==> src/rtl/hitcount_serializer.sv <==
module hitcount_serializer #(
  parameter int CNT_W = 4,
  localparam int NCH = 48
) (
  input  logic                 clk,
  input  logic                 rst_n,
  input  logic                 start,
  input  logic [NCH*CNT_W-1:0] ch_count,
  input  logic [NCH-1:0]       ch_enable,
  input  logic [7:0]           bx_count,
  input  logic [9:0]           hit_total,
  input  logic [1:0]           l2_slot,
  input  logic                 chip_sel,
  input  logic [8:0]           module_id,
  output logic                 wr_en,
  output logic [2:0]           wr_addr,
  output logic [31:0]          wr_data,
  output logic                 busy,
  output logic                 done
);
  localparam int CAP = 4;
  localparam logic [2:0] HDR = 3'd6;

  logic [NCH*4-1:0] nib_d;
  logic [31:0]      hdr_d;
  logic [7:0][31:0] bank_q;
  logic             run;
  logic [2:0]       idx;
  logic             accept;

  for (genvar g = 0; g < NCH; g++) begin : g_chan
    logic [CNT_W-1:0] raw;
    assign raw = ch_count[g*CNT_W +: CNT_W];
    assign nib_d[g*4 +: 4] = {ch_enable[g], (raw > CNT_W'(CAP)) ? 3'(CAP) : raw[2:0]};
  end

  assign hdr_d  = {module_id, 1'b1, chip_sel, 1'b0, l2_slot, hit_total, bx_count};
  assign accept = start && !run && !wr_en;
  assign busy   = run || wr_en;

  always_ff @(posedge clk) begin
    if (!rst_n) begin
      run     <= 1'b0;
      idx     <= 3'd0;
      wr_en   <= 1'b0;
      wr_addr <= 3'd0;
      wr_data <= 32'd0;
      done    <= 1'b0;
      bank_q  <= '0;
    end else begin
      done  <= wr_en && (wr_addr == HDR);
      wr_en <= run;
      if (run) begin
        wr_addr <= idx;
        wr_data <= bank_q[idx];
        idx     <= idx + 3'd1;
        if (idx == HDR) run <= 1'b0;
      end
      if (accept) begin
        run    <= 1'b1;
        idx    <= 3'd0;
        bank_q <= {32'd0, hdr_d, nib_d};
      end
    end
  end
endmodule


==> config.mk <==
export PLATFORM = sky130hd
export DESIGN_NAME = hitcount_serializer
export DESIGN_NICKNAME = d
export VERILOG_FILES = /design/src/rtl/hitcount_serializer.sv
export SDC_FILE = /design/constraint.sdc
export NUM_CORES = 1
export LEC_CHECK = 0
export BUFFER_PORTS_ARGS = -buffer_cell sky130_fd_sc_hd__buf_4
export CAP_MARGIN = 10
export CORE_MARGIN = 2
export CORE_UTILIZATION = 38
export DETAILED_ROUTE_END_ITERATION = 6
export PLACE_DENSITY_LB_ADDON = 0.12
export SETUP_SLACK_MARGIN = 0.3
export SLEW_MARGIN = 10
export SYNTH_ARGS = -nofsm -noshare
export SYNTH_HDL_FRONTEND = slang
export SYNTH_SLANG_ARGS = --single-unit
==> constraint.sdc <==
create_clock -name clk -period 4.8 [get_ports clk]
set_clock_uncertainty 0.1 [all_clocks]
set_input_delay 0.48 -clock clk [delete_from_list [all_inputs] [get_ports clk]]
set_output_delay 0.48 -clock clk [all_outputs]
set_load 0.01 [all_outputs]
## Word-level counts from Yosys, hierarchy flattened

Cells that the tools add are included.

- Input port bits: 273
- Output and inout port bits: 38
- Register bits: 264
- Word-level logic and storage cells: 126

- Equal/unequal tests: 2
- Reduce and logical (&&, ||, !) cells: 7
- Bitwise operators: 1
- Muxes and demuxes: 53
- Magnitude comparators: 49
- Add/sub/neg operators: 1

Operators with widths:

| cell | count |
|---|---|
| 4-bit by 3-bit greater-than comparator with 1-bit output (second input constant) | 48 |
| 3-bit 2-to-1 mux | 48 |
| 32-bit binary-select mux with 3-bit select | 1 |
| 32-bit 2-to-1 mux | 1 |
| 3-bit == test (second input constant) | 2 |
| 3-bit by 4-bit < comparator with 1-bit output (second input constant) | 1 |
| 3-bit by 1-bit adder with 3-bit output (second input constant) | 1 |
| 1-bit logical AND | 3 |
| 1-bit 2-to-1 mux | 3 |
| 1-bit zero test | 2 |
| 2-bit OR reduction | 1 |
| 1-bit logical OR | 1 |
| 1-bit NOT | 1 |

## Longest topological paths before layout

- Depth after elaboration: 4
- Gate-level depth with buffers: 8
- Gate-level depth less buffers: 5

## Least setup slack after synthesis

OpenSTA, ideal clock, no wires.

- Path type: register -> register
- Start point: register idx[0]
- End point: register wr_data[20]
- Setup time: 0.132 ns
- Slack: 3.153 ns
- Arrival time: 1.415 ns
- Period minus slack after synthesis: 1.647 ns
- Buffers on the path: 2
- Data required time: 4.568 ns
- Stages on the path, launching flop included: 6
- Cell sequence: dfxtp_1 > buf_2 > buf_4 > mux4_2 > a22oi_1 > a21oi_1

- Cells in the longest elaborated chain, start to end: 2

RTL lines:

| item | line | RTL |
|---|---|---|
| start, declared | 28 | `logic [2:0] idx;` |
| start signal, assigned | 56 | `idx <= idx + 3'd1;` |
| 32-bit binary-select mux with 3-bit select | 55 | `wr_data <= bank_q[idx];` |
| 32-bit 2-to-1 mux (implied by the code) | 55 |  |
| end signal, assigned | 55 |  |
| end, declared | 17 | `output logic [31:0] wr_data,` |

No other way between the ends. The select of a mux whose other input is x is not followed.
A chain may end at the register's enable or synchronous reset.

## Worst setup path in the final report

- Start point: register idx[0]
- End point: register wr_data[23]

The elaborated chain is that of the path after synthesis.

==> load_flow_metrics.sql <==
INSERT INTO impl_metrics (metric_group, metric, value, unit) VALUES
('worst_setup_path', 'setup.worst_path.end_class', 'register', ''),
('sta', 'setup_tns_after_final_layout', '0', 'ps'),
('power', 'share_clk_of_total_power', '40.9', '%'),
('route', 'routed_wirelength', '30.1', 'mm'),
('synth', 'synthMuxAreaShare', '11.0', '%'),
('sta', 'setup_viol', '0', ''),
('clock_tree', 'numClockSinks', '264', ''),
('run_status', 'outcome', 'complete, no violations', ''),
('clock_tree', 'ctsHtreeMaxLevel', '1', ''),
('final_layout', 'fraction_of_layout_instances_using_a_drive_strength_above_1', '38.6', '%'),
('clock_tree', 'cts_root_buffer', 'sky130_fd_sc_hd__clkbuf_16', ''),
('floorplan', 'start_util', '38.7', '%'),
('place', 'post-dp-hpwl', '20.8', 'mm'),
('global_routing', 'antenna_violations_before_repair', '0', ''),
('worst_setup_path', 'critPathMaxStageDelay', '870', 'ps'),
('power', 'seq_power_share', '45.9', '%'),
('worst_hold_path', 'hold_path.class', 'primary input to register', ''),
('synth', 'ys_seq_elements', '264', ''),
('power', 'pd_cells', '400', 'nW/um2'),
('worst_setup_path', 'worstSetupStartpointType', 'register', ''),
('sta', 'worstMarginPinSlew', '1110', 'ps'),
('place', 'routabilityCongestion', '0.773', ''),
('worst_setup_path', 'worst-endpoint-arrival', '2800', 'ps'),
('global_routing', 'vias_in_the_first_global_route', '8014', ''),
('power', 'netSwitchingFraction', '24.4', '%'),
('route', 'route.detailed.wl_per_inst', '20.6', 'um'),
('worst_setup_path', 'critical_path_peak_fanout', '47', ''),
('global_routing', 'grt.overflow.total', '0', ''),
('synth', 'synthesis.area', '10000', 'um2'),
('clock_tree', 'cts_tree', 'built', ''),
('route', 'drcViolationCount', '0', ''),
('place', 'io_buffers', '310', ''),
('sta', 'finalWorstPathRequiredPeriod', '2520', 'ps'),
('synth', 'avgSynthCellArea', '11.9', 'um2'),
('global_routing', 'gr-usage-all-layers', '20.9', '%'),
('synth', 'number_of_enable_type_register_cells_in_the_synthesized_netlist', '0', ''),
('clock_tree', 'ctsLongestPathBuffers', '3', ''),
('synth', 'synth_xor_xnor_area_share', '0.174', '%'),
('sta', 'timing.final.max_slew_violations', '0', ''),
('synth', 'synth_compound_area_share', '26.7', '%'),
('floorplan', 'ioPinCount', '311', ''),
('floorplan', 'core.rowCount', '59', ''),
('synth', 'synth_top_flop_cell', 'sky130_fd_sc_hd__dfxtp_1', ''),
('job', 'drv_cap', '0', ''),
('synth', 'synth_nets', '1116', ''),
('route', 'via_density_per_instance', '5.48', ''),
('global_routing', 'maximum_number_of_pins_on_one_net_before_global_route_repair', '158', ''),
('route', 'drtIter0Drc', '552', ''),
('final_layout', 'layout.cells.most_common', 'sky130_fd_sc_hd__buf_4', ''),
('clock_tree', 'worst_skew_pair.late_latency', '540', 'ps'),
('synth', 'yosys.area_share.simple', '4.40', '%'),
('synth', 'synth_cell_type_count', '31', ''),
('worst_setup_path', 'critical_path.top_delay_family', 'flip-flops', ''),
('clock_tree', 'cts_setup_buffers', '0', ''),
('sta', 'min_period_over_period', '52.6', '%'),
('global_routing', 'grt_pass1_wl', '46.5', 'mm'),
('final_layout', 'fillCellCount', '2419', ''),
('clock_tree', 'hold_buffers', '0', ''),
('power', 'switching_component_of_the_power', '1310', 'uW'),
('route', 'drt_first_pass_iters', '5', ''),
('synth', 'adder_and_majority_gate_portion_of_the_synthesized_area', '0.249', '%'),
('sta', 'worst_slew_margin_rel', '25.8', '%'),
('sta', 'hold_violations', '0', ''),
('sta', 'fin_worst_hold_slack', '50.6', 'ps'),
('sta', 'maximum_clock_rate', '396', 'MHz'),
('worst_setup_path', 'required', '5070', 'ps'),
('worst_setup_path', 'critical-path-slowest-cell', 'sky130_fd_sc_hd__dfxtp_4', ''),
('floorplan', 'core-area', '26000', 'um2'),
('floorplan', 'fp.dieH', '167', 'um'),
('final_layout', 'final_stage_net_count', '1384', ''),
('synth', 'async_reset_ff_share', '0', '%');
-- logic make-up (layout without fill, tap and decap cells) --
kind of cell	Yosys count	in the layout
fa+ha+maj	2	2
simple gates	103	103
xor+xnor	2	2
compound gates	319	319
flops	264	264
mux	67	67
buf+inv	84	372
-- final cells by class --
cell class	instances	area [um2]	share of cell area [%]
clock buffers	41	842	6.30
clock inverters	9	95.1	0.711
inverters	2	7.51	0.0562
multi-input cells	493	4290	32.1
flip-flops and latches	264	5290	39.6
well taps	335	419	3.14
repair buffers	320	2430	18.2
-- power by group through the flow --
stage | logic, uW | registers, uW | clock network, uW
2_1_floorplan | 407 | 2470 | 0
3_3_place_gp | 703 | 2500 | 0
3_5_place_dp | 708 | 2500 | 0
4_1_cts | 710 | 2460 | 2240
5_1_grt | 766 | 2470 | 2340
6_report | 704 | 2450 | 2190
-- flip-flops by register name (all words and copies together), names as in the netlist --
signal	count
bank_q	223
done	1
idx	3
run	1
wr_addr	3
wr_data	32
wr_en	1
-- metrics by stage --
stage	utilization (%)	cell area (um2)	cells	setup slack [ps]
after CTS	51.4	13400	1464	2200
after global routing	51.4	13400	1464	2090
final	51.4	13400	1464	2280
after floorplan	-	10000	841	3150
after detailed placement	47.8	12400	1414	2160
after global placement	47.8	12400	1414	2200
-- synth_stat cells (2+ instances only) --
cell | number | share of area (%)
sky130_fd_sc_hd__mux2i_1 | 4 | 0.40
sky130_fd_sc_hd__nor2_1 | 52 | 1.9
sky130_fd_sc_hd__clkbuf_1 | 25 | 0.93
sky130_fd_sc_hd__ha_1 | 2 | 0.25
sky130_fd_sc_hd__o2bb2ai_1 | 48 | 4.2
sky130_fd_sc_hd__buf_2 | 27 | 1.3
sky130_fd_sc_hd__mux2_2 | 31 | 3.5
sky130_fd_sc_hd__inv_1 | 2 | 0.075
sky130_fd_sc_hd__a22oi_1 | 31 | 2.3
sky130_fd_sc_hd__buf_6 | 7 | 0.78
sky130_fd_sc_hd__nor2b_1 | 6 | 0.37
sky130_fd_sc_hd__buf_4 | 23 | 1.7
sky130_fd_sc_hd__and2_1 | 2 | 0.12
sky130_fd_sc_hd__mux4_2 | 32 | 7.2
sky130_fd_sc_hd__nand2_1 | 36 | 1.3
sky130_fd_sc_hd__a32o_1 | 97 | 9.7
sky130_fd_sc_hd__a31oi_1 | 30 | 1.9
sky130_fd_sc_hd__o21ai_0 | 31 | 1.5
sky130_fd_sc_hd__xnor2_1 | 2 | 0.17
sky130_fd_sc_hd__dfxtp_1 | 264 | 53
sky130_fd_sc_hd__nand3b_1 | 2 | 0.15
sky130_fd_sc_hd__a22o_1 | 78 | 6.8
-- routing by layer --
metal / vias to the layer above / part of all wire, % / GRT usage (%) / wire [um]
met5: - / 0 / 0 / 0
met4: 0 / 2.0 / 4.91 / 593
met3: 38 / 6.5 / 4.25 / 1970
met2: 274 / 43 / 31.0 / 13000
met1: 3856 / 48 / 31.2 / 14600
li1: 3859 / - / - / -
-- worst paths after layout --
check	from	endpoint	slack, ps	cells past startpoint
worst min-delay path	ch_enable[18]	bank_q[75]	50	2
worst max register to register	idx[0]	wr_data[23]	2280	4
worst min register to register	bank_q[84]	bank_q[84]	360	1
worst max-delay path	idx[0]	wr_data[23]	2280	4
(Power assumes the default switching activity.)
